<file path="config.mk">
export PLATFORM = sky130hd
export DESIGN_NAME = periodic_tick_irq
export DESIGN_NICKNAME = d
export VERILOG_FILES = /design/src/rtl/tick_timer_pkg.sv /design/src/rtl/tick_ctl_reg.sv /design/src/rtl/tick_period_cnt.sv /design/src/rtl/periodic_tick_irq.sv
export SDC_FILE = /design/constraint.sdc
export NUM_CORES = 1
export LEC_CHECK = 0
export ABC_AREA = 1
export BUFFER_PORTS_ARGS = -buffer_cell sky130_fd_sc_hd__buf_2
export CAP_MARGIN = 20
export CORE_MARGIN = 2
export CORE_UTILIZATION = 40
export DETAILED_ROUTE_END_ITERATION = 10
export GPL_ROUTABILITY_DRIVEN = 0
export PLACE_DENSITY = 0.64
export SETUP_SLACK_MARGIN = 0.1
export SLEW_MARGIN = 10
export SYNTH_ARGS = -nofsm -noshare
export SYNTH_HDL_FRONTEND = slang
export SYNTH_SLANG_ARGS = --single-unit
</file>
<file path="constraint.sdc">
create_clock -name clk -period 1.5 [get_ports clk]
set_input_delay 0.225 -clock clk [delete_from_list [all_inputs] [get_ports clk]]
set_output_delay 0.225 -clock clk [all_outputs]
set_load 0.02 [all_outputs]
</file>
<file path="src/rtl/tick_timer_pkg.sv">
package tick_timer_pkg;

   // Selects how the period counter tracks progress through a period.
   typedef enum logic [0:0] {
      TICK_CNT_DOWN = 1'b0,
      TICK_CNT_UP   = 1'b1
   } tick_cnt_style_e;

endpackage

</file>
<file path="src/rtl/tick_ctl_reg.sv">
module tick_ctl_reg #(
   parameter int REG_W = 8
) (
   input  logic             clk,
   input  logic             rst_n,
   input  logic             wr_en,
   input  logic [REG_W-1:0] wr_data,
   output logic [REG_W-1:0] ctl_q,
   output logic             run_q,
   output logic [REG_W-2:0] period_q
);

   localparam int PER_W = REG_W - 1;

   always_ff @(posedge clk or negedge rst_n) begin
      if (!rst_n) begin
         ctl_q <= '0;
      end else if (wr_en) begin
         ctl_q <= wr_data;
      end
   end

   assign run_q    = ctl_q[REG_W-1];
   assign period_q = ctl_q[PER_W-1:0];

   // The stored register mirrors the written word one edge later.
   assert_readback_R2 : assert property (@(posedge clk) disable iff (!rst_n)
      wr_en |=> (ctl_q == $past(wr_data)));

   // Without a write the register keeps its value.
   assert_hold_R2 : assert property (@(posedge clk) disable iff (!rst_n)
      !wr_en |=> $stable(ctl_q));

endmodule

</file>
<file path="src/rtl/tick_period_cnt.sv">
module tick_period_cnt
   import tick_timer_pkg::*;
#(
   parameter int              PER_W = 7,
   parameter tick_cnt_style_e STYLE = TICK_CNT_DOWN
) (
   input  logic             clk,
   input  logic             rst_n,
   input  logic             run,
   input  logic             tick,
   input  logic             load,
   input  logic [PER_W-1:0] load_val,
   input  logic [PER_W-1:0] period,
   output logic             fire
);

   logic [PER_W-1:0] cnt_q;
   logic             done;
   logic             adv;

   assign adv  = run & tick & ~load;
   assign fire = adv & done;

   generate
      if (STYLE == TICK_CNT_DOWN) begin : g_down
         // Holds the number of ticks still to pass before the period ends.
         assign done = (cnt_q == '0);

         always_ff @(posedge clk or negedge rst_n) begin
            if (!rst_n) begin
               cnt_q <= '0;
            end else if (load) begin
               cnt_q <= load_val;
            end else if (adv) begin
               cnt_q <= done ? period : cnt_q - 1'b1;
            end
         end

         assert_reload_R4 : assert property (@(posedge clk) disable iff (!rst_n)
            fire |=> (cnt_q == $past(period)));
      end else begin : g_up
         // Holds the number of ticks already passed in the current period.
         assign done = (cnt_q == period);

         always_ff @(posedge clk or negedge rst_n) begin
            if (!rst_n) begin
               cnt_q <= '0;
            end else if (load) begin
               cnt_q <= '0;
            end else if (adv) begin
               cnt_q <= done ? '0 : cnt_q + 1'b1;
            end
         end

         assert_reload_R4 : assert property (@(posedge clk) disable iff (!rst_n)
            fire |=> (cnt_q == '0));
      end
   endgenerate

   // The progress count never leaves the programmed period.
   assert_count_in_range_R3 : assert property (@(posedge clk) disable iff (!rst_n)
      cnt_q <= period);

   // A load always starts a fresh period.
   assert_restart_R5 : assert property (@(posedge clk) disable iff (!rst_n)
      load |=> !fire || ($past(load_val) == '0));

endmodule

</file>
<file path="src/rtl/periodic_tick_irq.sv">
module periodic_tick_irq
   import tick_timer_pkg::*;
#(
   parameter int              REG_W     = 8,
   parameter tick_cnt_style_e CNT_STYLE = TICK_CNT_DOWN
) (
   input  logic             clk,
   input  logic             rst_n,
   input  logic             ref_tick,
   input  logic             bus_wr,
   input  logic [REG_W-1:0] bus_wdata,
   output logic [REG_W-1:0] bus_rdata,
   output logic             irq_pulse
);

   localparam int PER_W = REG_W - 1;

   generate
      if (REG_W < 2 || REG_W > 32) begin : g_bad_width
         $error("periodic_tick_irq: REG_W must lie in 2..32");
      end
   endgenerate

   logic [REG_W-1:0] ctl_q;
   logic             run_q;
   logic [PER_W-1:0] period_q;
   logic             fire;

   tick_ctl_reg #(
      .REG_W(REG_W)
   ) u_reg (
      .clk     (clk),
      .rst_n   (rst_n),
      .wr_en   (bus_wr),
      .wr_data (bus_wdata),
      .ctl_q   (ctl_q),
      .run_q   (run_q),
      .period_q(period_q)
   );

   tick_period_cnt #(
      .PER_W(PER_W),
      .STYLE(CNT_STYLE)
   ) u_cnt (
      .clk     (clk),
      .rst_n   (rst_n),
      .run     (run_q),
      .tick    (ref_tick),
      .load    (bus_wr),
      .load_val(bus_wdata[PER_W-1:0]),
      .period  (period_q),
      .fire    (fire)
   );

   assign bus_rdata = ctl_q;
   assign irq_pulse = fire;

   assert_irq_needs_tick_R8 : assert property (@(posedge clk) disable iff (!rst_n)
      irq_pulse |-> ref_tick);

   assert_irq_needs_enable_R6 : assert property (@(posedge clk) disable iff (!rst_n)
      irq_pulse |-> bus_rdata[REG_W-1]);

   assert_no_irq_on_write_R7 : assert property (@(posedge clk) disable iff (!rst_n)
      bus_wr |-> !irq_pulse);

   assert_every_tick_R9 : assert property (@(posedge clk) disable iff (!rst_n)
      (bus_rdata[REG_W-1] && bus_rdata[PER_W-1:0] == '0 && ref_tick && !bus_wr
       && !$past(bus_wr)) |-> irq_pulse);

endmodule

</file>
==> impl_metrics.json <==
{
  "status": "finished with violations",
  "violations": "negative setup slack",
  "hold_class": "in -> reg",
  "overflow": 0,
  "synth-xor-area-share_pct": 2.76,
  "cp.required_ps": 1270,
  "viasPerCell": 4.63,
  "p_leak_nw": 0.710,
  "worstSetupPathType": "reg -> out",
  "final_layout_size_suffix_gt1_share_pct": 32.5,
  "m1WireLength_um": 956,
  "start_util_pct": 42.6,
  "fin_crit_ps": 1620,
  "htree_levels": 1,
  "cts_tree": "done",
  "coreArea_um2": 2230,
  "layout.nets": 175,
  "power_density_nw_per_um2": 951,
  "area.growth.synth_to_final_pct": 28.0,
  "drt_iter0_markers": 12,
  "cp.arrival_ps": 1400,
  "synthCells": 130,
  "cp-start-kind": "flip-flop",
  "vias": 870,
  "end_kind": "output pin",
  "clock-sinks": 15,
  "cts.path.max_buffers": 2,
  "routed-wl-met3_um": 47,
  "track_usage_pct": 16.9,
  "preCtsSetupSlack_ps": 65.1,
  "fin_setup_tns_ps": -121,
  "fin_cells": 188,
  "final_hold_viol_count": 0,
  "crit_path_max_fanout": 4,
  "antenna_found_initial": 0,
  "slew_headroom_pct": 74.9,
  "synthMuxAreaShare_pct": 0,
  "skew_ps": 2.37,
  "drt_first_pass_iters": 4,
  "io_buffers": 20,
  "syn_area_per_cell_um2": 7.31,
  "drcViolationCount": 0,
  "drv_cap": 0,
  "finalSetupViolations": 1,
  "ant_nets": 0,
  "nFillCells": 228,
  "clkTransAtPathRegs_ps": 90,
  "rows": 17,
  "die_h_um": 52.8,
  "synth_simple_gate_area_share_pct": 36.8,
  "netlist_area_um2": 951,
  "worstMarginPinSlew_ps": 376,
  "pin_count": 21,
  "synth_compound_gate_area_share_pct": 6.45,
  "worst_slack_ps": -121,
  "wl_met2_um": 949,
  "yosysWarnings": 0,
  "report.final.slew_viol_count": 0,
  "top_layer": "met4",
  "wl_per_cell_um": 10.5,
  "ys_seq_area_share_pct": 39.5,
  "synth_top_family_by_area": "simple AND/OR/NAND/NOR gates",
  "rsz0062_at_grt": "yes",
  "period_share_pct": 108,
  "routed_wirelength_um": 1970,
  "cts-root-buf": "clkbuf_4",
  "layout_commonest_cell": "nand2_1",
  "grt_pass1_vias": 847,
  "die_w_um": 52.8,
  "antenna_cells": 0,
  "timing.fmax_mhz": 617,
  "netlist-cell-type-count": 25,
  "post-dp-hpwl_um": 1400,
  "clk_latency_ps": 280,
  "grt_start_max_net_pins": 16,
  "dieArea_um2": 2780,
  "dpl.cell_count": 176,
  "ys_seq_elements": 15,
  "grt_pass1_wl_um": 3470,
  "syn_nets": 144,
  "yosys.area_share.adder_pct": 2.63,
  "ir_worst_vdd_mv": 0.548,
  "utilization_pct": 54.5,
  "cts_buffers": 3,
  "mostFrequentLayoutCells": "45 x nand2_1, 19 x buf_2, 17 x inv_1, 14 x dfrtp_1"
}
[area by class of cell]
class                      count  area [um^2]  share of cell area (%)
sequential                    15          377                    30.9
clock buffer                   4         26.3                    2.16
tap                           28         35.0                    2.88
timing repair buffer          30          180                    14.8
multi-input combinational     90          518                    42.5
inverter                      21         81.3                    6.68
[path summary, 6_finish.rpt]
check | slack, ps | to | from | cells after the start
min | 150 | u_reg.ctl_q[7] | bus_wdata[7] | 3
max | -120 | irq_pulse | u_cnt.cnt_q[1] | 7
min reg2reg | 500 | u_reg.ctl_q[1] | u_reg.ctl_q[1] | 2
max reg2reg | 140 | u_cnt.cnt_q[0] | u_cnt.cnt_q[5] | 9
min in group asynchronous | 380 | u_reg.ctl_q[3] | rst_n | 2
max in group asynchronous | 840 | u_cnt.cnt_q[2] | rst_n | 2
[what timing repair did]
action,CTS,global route
gates cloned,0,0
endpoints found under the setup margin,1,7
pin swaps,1,1
hold buffers,1,0
buffers inserted,5,2
endpoints found under the hold margin,15,0
gates resized for setup,8,3
[metal layers]
metal	track usage, %	up-vias
li1	-	457
met1	21.1	399
met2	29.2	12
met3	1.71	2
met4	7.69	0
met5	0	-
[per-stage QoR]
stage          total power [W]  cell area [um^2]  hold slack, ps
2_1_floorplan         0.000762               966           -70.6
3_3_place_gp          0.000841              1080             148
3_5_place_dp          0.000845              1080             151
4_1_cts                0.00114              1180             150
5_1_grt                0.00124              1220             178
6_report               0.00116              1220             151
[where the power goes]
group	switching, W	total, W	internal, W	leakage [nW]
sequential	0.0000436	0.000503	0.000459	0.176
clock	0.000131	0.000234	0.000103	0.0150
combinational	0.000240	0.000421	0.000181	0.519
total	0.000414	0.00116	0.000743	0.710
[cells in the mapped netlist (all sizes together)]
cell type,count,area [um^2]
a21oi,6,37.5
buf,4,31.3
dfrtp,15,375
ha,2,25.0
inv,21,81.3
nand2,48,193
nand3,10,50.1
nand4,2,12.5
nor2,13,82.6
nor4,1,6.26
o21ai,4,23.8
or2,1,6.26
xnor2,1,8.76
xor2,2,17.5
[kinds of logic after synthesis]
logic type / after synthesis
AOI/OAI and AO/OA: 10
xor gates and xnor gates: 3
adders and majority gates: 2
buffers and inverters: 25
DFF: 15
and+or+nand+nor: 75
[flip-flops by register name, summed over array words and instances (netlist names)]
signal       count
u_cnt.cnt_q      7
u_reg.ctl_q      8
[worst max-delay path, cell delays in order, from the launching register on]
cell	delay, ps
dfrtp_1	390
inv_2	80
ha_4	130
nand2_4	70
inv_2	70
nand2_4	60
nor4_4	130
buf_4	180
Power figures use the tool's default switching activity.
